$ cat config.mk
export PLATFORM = sky130hd
export DESIGN_NAME = xbus_cs_xlate
export DESIGN_NICKNAME = d
export VERILOG_FILES = /design/src/rtl/xbus_cs_pkg.sv /design/src/rtl/xbus_mode_detect.sv /design/src/rtl/xbus_addr_map.sv /design/src/rtl/xbus_cs_decode.sv /design/src/rtl/xbus_cs_xlate.sv
export SDC_FILE = /design/constraint.sdc
export NUM_CORES = 1
export LEC_CHECK = 0
export ABC_AREA = 1
export BUFFER_PORTS_ARGS = -buffer_cell sky130_fd_sc_hd__clkbuf_2
export CAP_MARGIN = 20
export CORE_ASPECT_RATIO = 1.1
export CORE_UTILIZATION = 40
export CTS_CLUSTER_DIAMETER = 80
export DETAILED_ROUTE_END_ITERATION = 12
export PLACE_DENSITY = 0.72
export SLEW_MARGIN = 20
export SYNTH_ARGS = -nofsm -noshare
export SYNTH_HDL_FRONTEND = slang
export SYNTH_HIERARCHICAL = 1
export SYNTH_SLANG_ARGS = --single-unit
$ cat constraint.sdc
create_clock -name clk -period 0.9 [get_ports clk]
set_clock_uncertainty 0.05 [all_clocks]
set_input_delay 0.27 -clock clk [delete_from_list [all_inputs] [get_ports clk]]
set_output_delay 0.27 -clock clk [all_outputs]
set_load 0.01 [all_outputs]
$ cat src/rtl/xbus_cs_pkg.sv
package xbus_cs_pkg;

    typedef enum logic {
        MAP_SMALL = 1'b0,
        MAP_LARGE = 1'b1
    } map_mode_e;

    localparam int unsigned XB_NUM_CS_DEF = 8;
    localparam int unsigned XB_SEG_W_DEF  = 24;

endpackage

$ cat src/rtl/xbus_mode_detect.sv
module xbus_mode_detect
    import xbus_cs_pkg::*;
#(
    parameter int unsigned NUM_CS = XB_NUM_CS_DEF
) (
    input  logic [NUM_CS-1:0] big_dev,
    output map_mode_e         mode
);

    logic any_large;

    always_comb begin
        any_large = 1'b0;
        for (int i = 0; i < int'(NUM_CS); i++) begin
            any_large = any_large | big_dev[i];
        end
        mode = any_large ? MAP_LARGE : MAP_SMALL;
    end

endmodule

$ cat src/rtl/xbus_addr_map.sv
module xbus_addr_map
    import xbus_cs_pkg::*;
#(
    parameter int unsigned NUM_CS = XB_NUM_CS_DEF,
    parameter int unsigned SEG_W  = XB_SEG_W_DEF,
    localparam int unsigned CS_W  = $clog2(NUM_CS),
    localparam int unsigned EXT_W = SEG_W + 1,
    localparam int unsigned OFS_W = SEG_W + 1 + CS_W
) (
    input  map_mode_e        mode,
    input  logic [OFS_W-1:0] offset,
    output logic [EXT_W-1:0] ext,
    output logic [CS_W-1:0]  idx
);

    // Small map: region of 2**SEG_W bytes, index just above it, top bit aliased.
    // Large map: region of 2**(SEG_W+1) bytes, index in the top bits.
    always_comb begin
        if (mode == MAP_LARGE) begin
            ext = offset[EXT_W-1:0];
            idx = offset[OFS_W-1:EXT_W];
        end else begin
            ext = {1'b0, offset[SEG_W-1:0]};
            idx = offset[SEG_W+CS_W-1:SEG_W];
        end
    end

endmodule

$ cat src/rtl/xbus_cs_decode.sv
module xbus_cs_decode
    import xbus_cs_pkg::*;
#(
    parameter int unsigned NUM_CS = XB_NUM_CS_DEF,
    localparam int unsigned CS_W  = $clog2(NUM_CS)
) (
    input  logic              valid,
    input  logic [CS_W-1:0]   idx,
    output logic [NUM_CS-1:0] sel_n
);

    for (genvar g = 0; g < int'(NUM_CS); g++) begin : g_sel
        assign sel_n[g] = ~(valid && (idx == CS_W'(g)));
    end

endmodule

$ cat src/rtl/xbus_cs_xlate.sv
module xbus_cs_xlate
    import xbus_cs_pkg::*;
#(
    parameter int unsigned NUM_CS = XB_NUM_CS_DEF,
    parameter int unsigned SEG_W  = XB_SEG_W_DEF
) (
    input  logic                          clk,
    input  logic                          rst_n,
    input  logic                          acc_valid,
    input  logic [SEG_W+$clog2(NUM_CS):0] win_offset,
    input  logic [NUM_CS-1:0]             big_dev,
    output logic [SEG_W:0]                ext_addr,
    output logic [NUM_CS-1:0]             cs_n
);

    localparam int unsigned CS_W  = $clog2(NUM_CS);
    localparam int unsigned EXT_W = SEG_W + 1;

    typedef struct packed {
        logic [EXT_W-1:0]  addr;
        logic [NUM_CS-1:0] sel_n;
    } out_t;

    map_mode_e         mode;
    logic [EXT_W-1:0]  map_ext;
    logic [CS_W-1:0]   map_idx;
    logic [NUM_CS-1:0] dec_sel_n;
    out_t              out_d;
    out_t              out_q;

    xbus_mode_detect #(.NUM_CS(NUM_CS)) u_mode (
        .big_dev (big_dev),
        .mode    (mode)
    );

    xbus_addr_map #(.NUM_CS(NUM_CS), .SEG_W(SEG_W)) u_map (
        .mode   (mode),
        .offset (win_offset),
        .ext    (map_ext),
        .idx    (map_idx)
    );

    xbus_cs_decode #(.NUM_CS(NUM_CS)) u_dec (
        .valid (acc_valid),
        .idx   (map_idx),
        .sel_n (dec_sel_n)
    );

    always_comb begin
        out_d       = out_q;
        out_d.sel_n = dec_sel_n;
        out_d.addr  = acc_valid ? map_ext : '0;
    end

    always_ff @(posedge clk or negedge rst_n) begin
        if (!rst_n) begin
            out_q.addr  <= '0;
            out_q.sel_n <= '1;
        end else begin
            out_q <= out_d;
        end
    end

    assign ext_addr = out_q.addr;
    assign cs_n     = out_q.sel_n;

endmodule

==> metrics.txt, run 1 <==
fraction of the yosys area taken by sequential cells=0.592; classification of the worst-slack hold path=in -> reg; distinct cell type count of the synthesized netlist=9; final number of hold-violating endpoints=0; worst setup path class=reg -> out; max incr delay on CP=0.54 ns; Min-Delay Startpoint=win_offset[7]; commonest non-fill, non-tap cell in the layout=sky130_fd_sc_hd__clkbuf_2; cell-by-cell trace of the critical path=buf_6; share of the cycle needed by the critical path after routing=1.41; initial antenna violation count=0; total of max-cap violations=0; transition time at the pin with the least slew margin=0.171 ns; synthesized area=1410 µm²; vias in the first global route=979; IO Count=72; gate family responsible for the most delay along the worst path=flip-flops; Critical-path top delay cell=sky130_fd_sc_hd__dfstp_2; Placer Congestion=between 0.7 and 0.8; worst path bufs/invs=1; Setup-failing EPs final=35; net count after synthesis=195; n_diodes=0; fill count=around 320; average vias per placed instance=roughly 4.0; die outline area=3770 µm²; WHS=0.0771 ns; number of nets with antenna violations after detailed routing=0; synthesized instance count=156; clock period minus final worst setup slack=1.27 ns; wire length of the first global-routing pass=3770 µm; share of final-layout standard cells stronger than drive strength 1=0.575; final std cell area, no fill=between 1500 and 2000 µm²; vias post-DR=1040; area used by multi-input combinational logic=318 µm²; flops & latches, synth=33; largest net degree at the start of global routing=34; placed wire-length estimate after detailed placement=roughly 1700 µm; number of buffers inserted by port buffering=about 70; syn avg cell area=9.06 µm²; Avg WL per Cell=9.21 µm; Critical Path AT=0.95 ns; number of sinks driven by the clock tree=33; leakage power summed over all cells=1.21 nW; residual overflow from global routing=0; Initial Util=0.421; maximum VDD drop=around 860 µV; total area of sequential cells=836 µm²; Area after DPL=around 1700 µm²; warnings from Yosys=6; clock slew seen by the registers of the worst setup and hold paths=0.09 ns; Die Span X=a little under 60 µm; fin cells=260; post-CTS setup repair buffer count=0; Row Count=22; Max-Slew Margin vs Limit=0.886; setup slack after layout=-0.370 ns; GRT Overall Usage=0.138; post-route DRC violation count=0; overall routed net length=2400 µm; WHS Path Cells=3; data required time at the worst endpoint=0.58 ns; Final Max Tran Viols=0; Die Ht=64.3 µm; power density cells=approximately 1500 nW/µm²; clock root buffer=sky130_fd_sc_hd__clkbuf_4; result of the run=finished with violations; kind of end point of the critical path=primary output; post-placement cell count=251; area of the core=about 3400 µm²; final-layout setup total negative slack=-8.69 ns; Max Clock Freq=787 MHz; deepest clock path buffer count=2; number of nets in the final layout=250; violation count after the first detailed-route iteration=17; unrepaired setup endpoints after global routing=true; number of buffers added by the clock tree synthesis step=5; most used cells in the layout excluding fill and tap cells=sky130_fd_sc_hd__clkbuf_2, sky130_fd_sc_hd__nand2_1, sky130_fd_sc_hd__inv_1, sky130_fd_sc_hd__dfrtp_1, sky130_fd_sc_hd__buf_6; area overhead of the layout relative to synthesis=35.9%; crit path max fanout=1; 1st-pass router iterations=4; CTS tree=built; number of levels the H-tree was split into=2; Hold Path End=ext_addr[7]; failing checks=negative setup slack; startpoint class of the critical path=register
## registers in the layout, indices dropped and copies added (netlist names)
signal	count
cs_n	8
ext_addr	25
## cell type report
cell class,instances,share of cell area
clock buffer,8,0.0306
inverter,40,0.0874
multi-input combinational,56,0.166
sequential,33,0.435
tap,48,0.0313
timing repair buffer,75,0.250
## layer usage
metal / routed length (µm) / vias to the layer above / share of wire / track usage
met1: 885 / 475 / 0.37 / 0.135
met4: 59 / 0 / 0.025 / 0.0893
li1: - / 515 / - / -
met2: 1310 / 44 / 0.55 / 0.246
met5: 0 / - / 0 / 0
met3: 140 / 6 / 0.058 / 0.0405
## worst min-delay path: stages
cell and delay [ns]:
sky130_fd_sc_hd__clkbuf_2 0.07, sky130_fd_sc_hd__nand2_1 0.04, sky130_fd_sc_hd__inv_1 0.04
## timing repair
action                                 in CTS  in global routing
setup endpoints to repair                  41                 41
hold buffers                                1                  0
endpoints found under the hold margin      25                  0
gates resized for setup                     5                 55
pin swaps                                   5                 15
## Yosys cell counts
| library cell | count | area share |
|---|---|---|
| sky130_fd_sc_hd__nand2_1 | 50 | 0.13 |
| sky130_fd_sc_hd__inv_1 | 38 | 0.10 |
| sky130_fd_sc_hd__dfrtp_1 | 25 | 0.44 |
| sky130_fd_sc_hd__buf_4 | 24 | 0.13 |
| sky130_fd_sc_hd__dfstp_2 | 8 | 0.15 |
| sky130_fd_sc_hd__nor2_1 | 5 | 0.013 |
| sky130_fd_sc_hd__buf_6 | 3 | 0.024 |
| sky130_fd_sc_hd__inv_2 | 2 | 0.0053 |
| sky130_fd_sc_hd__nor2_2 | 1 | 0.0044 |
## stage by stage
step | total power [mW] | util | setup slack, ns
5_1_grt | 2.97 | 0.572 | -0.402
2_1_floorplan | 1.83 | - | -0.149
6_report | 2.82 | 0.572 | -0.370
4_1_cts | 2.81 | 0.523 | -0.402
3_3_place_gp | 1.95 | 0.497 | -0.359
3_5_place_dp | 1.95 | 0.497 | -0.407
## where the power goes
part | total, mW | internal [mW] | switching, mW
registers | 1.58 | 1.56 | 0.0193
logic | 0.419 | 0.196 | 0.223
clock network | 0.828 | 0.385 | 0.443
## how the worst max path moves through the flow
stage | cells after the start | end | start
5_1_grt | 1 | cs_n[1] | cs_n[1]
3_5_place_dp | 11 | cs_n[1] | big_dev[6]
2_1_floorplan | 10 | cs_n[1] | big_dev[6]
6_report | 1 | cs_n[1] | cs_n[1]
4_1_cts | 1 | cs_n[5] | cs_n[5]
3_3_place_gp | 11 | cs_n[1] | big_dev[6]
## cell families (layout without fill, tap and decap cells)
family        Yosys count  count (layout)  synth area share
buf+inv                67             123             0.258
flops                  33              33             0.592
simple gates           56              56             0.151
(Power assumes the default switching activity.)
==> run 2, diff against run 1 <==
Settings changed: CORE_ASPECT_RATIO 1.1 to 1.4, CORE_UTILIZATION 40 to 44, PLACE_DENSITY 0.72 to 0.78.
==> run 2 against run 1 <==
- the flow still finishes with violations (negative setup slack)
- sequential share of layout area is 1.8 points lower
- total power rose by 10%
- count of clock-buffer cells in the layout is 2 lower
- combinational power is 6.7% higher
- wire length is 9.4% higher
- core utilization increased by 7.5 points
- critical path depth is the same
- cell area up 4.2%
- sequential power is essentially flat
- hold slack got worse by 0.022 ns
- largest power group unchanged
==> metrics.txt, run 2 (synthesis results as in run 1) <==
Setup WS pre-CTS=-0.394 ns (was -0.407 ns); post-layout power=3.11 mW (was 2.82 mW); initial antenna violation count=0 (unchanged); share of final-layout standard cells stronger than drive strength 1=0.586 (was 0.575); number of sinks driven by the clock tree=33 (unchanged); Area after DPL=1670 µm² (about the same); average vias per placed instance=4.11 (was 4.00); IO Count=72 (unchanged); Row Count=24 (was 22); Final Max Tran Viols=0 (unchanged); post-placement cell count=244 (was 251); result of the run=finished with violations (unchanged); vias post-DR=1045 (was 1040); Critical-path top delay cell=sky130_fd_sc_hd__dfstp_2 (unchanged); residual overflow from global routing=0 (unchanged); post-route DRC violation count=0 (unchanged); number of buffers inserted by port buffering=71 (unchanged); Initial Util=0.457 (was 0.421); setup slack after layout=-0.322 ns (was -0.370 ns); classification of the worst-slack hold path=in -> async (was in -> reg); area overhead of the layout relative to synthesis=41.6% (was 35.9%); die outline area=3440 µm² (was 3770 µm²); number of nets in the final layout=253 (was 250); deepest clock path buffer count=2 (unchanged); Placer Congestion=0.688 (was 0.760); placed wire-length estimate after detailed placement=1840 µm (was 1670 µm); Largest register FFs=25 (unchanged); number of nets with antenna violations after detailed routing=0 (unchanged); clock slew seen by the registers of the worst setup and hold paths=0.06 ns (was 0.09 ns); vias in the first global route=1021 (was 979); power density cells=1550 nW/µm² (was 1470 nW/µm²); maximum VDD drop=940 µV (was 861 µV); failing checks=negative setup slack (unchanged); kind of end point of the critical path=primary output (unchanged); WHS=0.0555 ns (was 0.0771 ns); leakage power summed over all cells=1.26 nW (was 1.21 nW); startpoint class of the critical path=register (unchanged); area of the core=3090 µm² (was 3360 µm²); worst setup path class=reg -> out (unchanged); Setup-failing EPs final=40 (was 35); gate family responsible for the most delay along the worst path=flip-flops (unchanged); n_diodes=0 (unchanged); final number of hold-violating endpoints=0 (unchanged); cell-by-cell trace of the critical path=buf_6 (unchanged); Max-Slew Margin vs Limit=0.820 (was 0.886); violation count after the first detailed-route iteration=13 (was 17); Die Ht=69.0 µm (was 64.3 µm); worst path bufs/invs=1 (unchanged); largest net degree at the start of global routing=21 (was 34); total of max-cap violations=0 (unchanged); Die Span X=49.9 µm (was 58.7 µm); clock period minus final worst setup slack=1.22 ns (was 1.27 ns); share of the cycle needed by the critical path after routing=1.36 (was 1.41); unrepaired setup endpoints after global routing=true (unchanged); final std cell area, no fill=2000 µm² (was 1920 µm²); Avg WL per Cell=10.3 µm (was 9.21 µm); fin cells=254 (was 260); crit path max fanout=1 (unchanged); wire length of the first global-routing pass=4120 µm (was 3770 µm); max incr delay on CP=0.53 ns (was 0.54 ns); Max Clock Freq=818 MHz (was 787 MHz); transition time at the pin with the least slew margin=0.270 ns (was 0.171 ns); GRT Overall Usage=0.166 (was 0.138); number of buffers added by the clock tree synthesis step=5 (unchanged); most used cells in the layout excluding fill and tap cells=sky130_fd_sc_hd__clkbuf_2, sky130_fd_sc_hd__nand2_1, sky130_fd_sc_hd__inv_1, sky130_fd_sc_hd__dfrtp_1 (was sky130_fd_sc_hd__clkbuf_2, sky130_fd_sc_hd__nand2_1, sky130_fd_sc_hd__inv_1, sky130_fd_sc_hd__dfrtp_1, sky130_fd_sc_hd__buf_6); clock root buffer=sky130_fd_sc_hd__clkbuf_8 (was sky130_fd_sc_hd__clkbuf_4); 1st-pass router iterations=4 (unchanged); Critical Path AT=0.90 ns (was 0.95 ns); commonest non-fill, non-tap cell in the layout=sky130_fd_sc_hd__clkbuf_2 (unchanged); CTS tree=built (unchanged); data required time at the worst endpoint=0.58 ns (about the same); overall routed net length=2620 µm (was 2400 µm); number of levels the H-tree was split into=2 (unchanged)
==> run 2: per-stage QoR <==
stage / setup TNS, ns / util
5_1_grt: -8.78 / 0.647
3_5_place_dp: -3.46 / 0.541
3_3_place_gp: -3.13 / 0.541
4_1_cts: -7.67 / 0.588
6_report: -7.25 / 0.647
2_1_floorplan: -1.01 / -
==> run 2: cell type report <==
cell class / count / area (µm²)
clock buffer: 6 / 82.6
inverter: 40 / 173
timing repair buffer: 78 / 499
multi-input combinational: 56 / 353
fill: 268 / 1090
sequential: 33 / 836
clock inverter: 2 / 8.76
tap: 39 / 48.8
==> run 2: worst paths after layout <==
| kind | start | end | slack (ns) | cells past startpoint |
|---|---|---|---|---|
| worst max-delay path | cs_n[7] | cs_n[7] | -0.32 | 1 |
| worst min-delay path | rst_n | cs_n[0] | 0.06 | 1 |
| max in group asynchronous | rst_n | ext_addr[22] | 0.20 | 2 |
| min in group clk | win_offset[6] | ext_addr[6] | 0.13 | 3 |
==> run 2: timing repair <==
action / CTS / global route
gates resized for setup: 13 / 51
setup buffers: 1 / 0
setup endpoints to repair: 41 / 41
pin swaps: 12 / 14
hold buffers: 1 / 0
endpoints found under the hold margin: 1 / 0
==> run 2: layer usage <==
metal | global-route usage | part of all wire | up-vias
met4 | 0.133 | 0.025 | 0
met1 | 0.154 | 0.34 | 473
met3 | 0.0265 | 0.041 | 6
met5 | 0 | 0 | -
met2 | 0.303 | 0.59 | 47
li1 | - | - | 519
==> run 2: power by group <==
group	switching [mW]	total (mW)	internal [mW]
registers	0.0183	1.58	1.56
logic	0.238	0.447	0.208
clock network	0.481	1.09	0.604
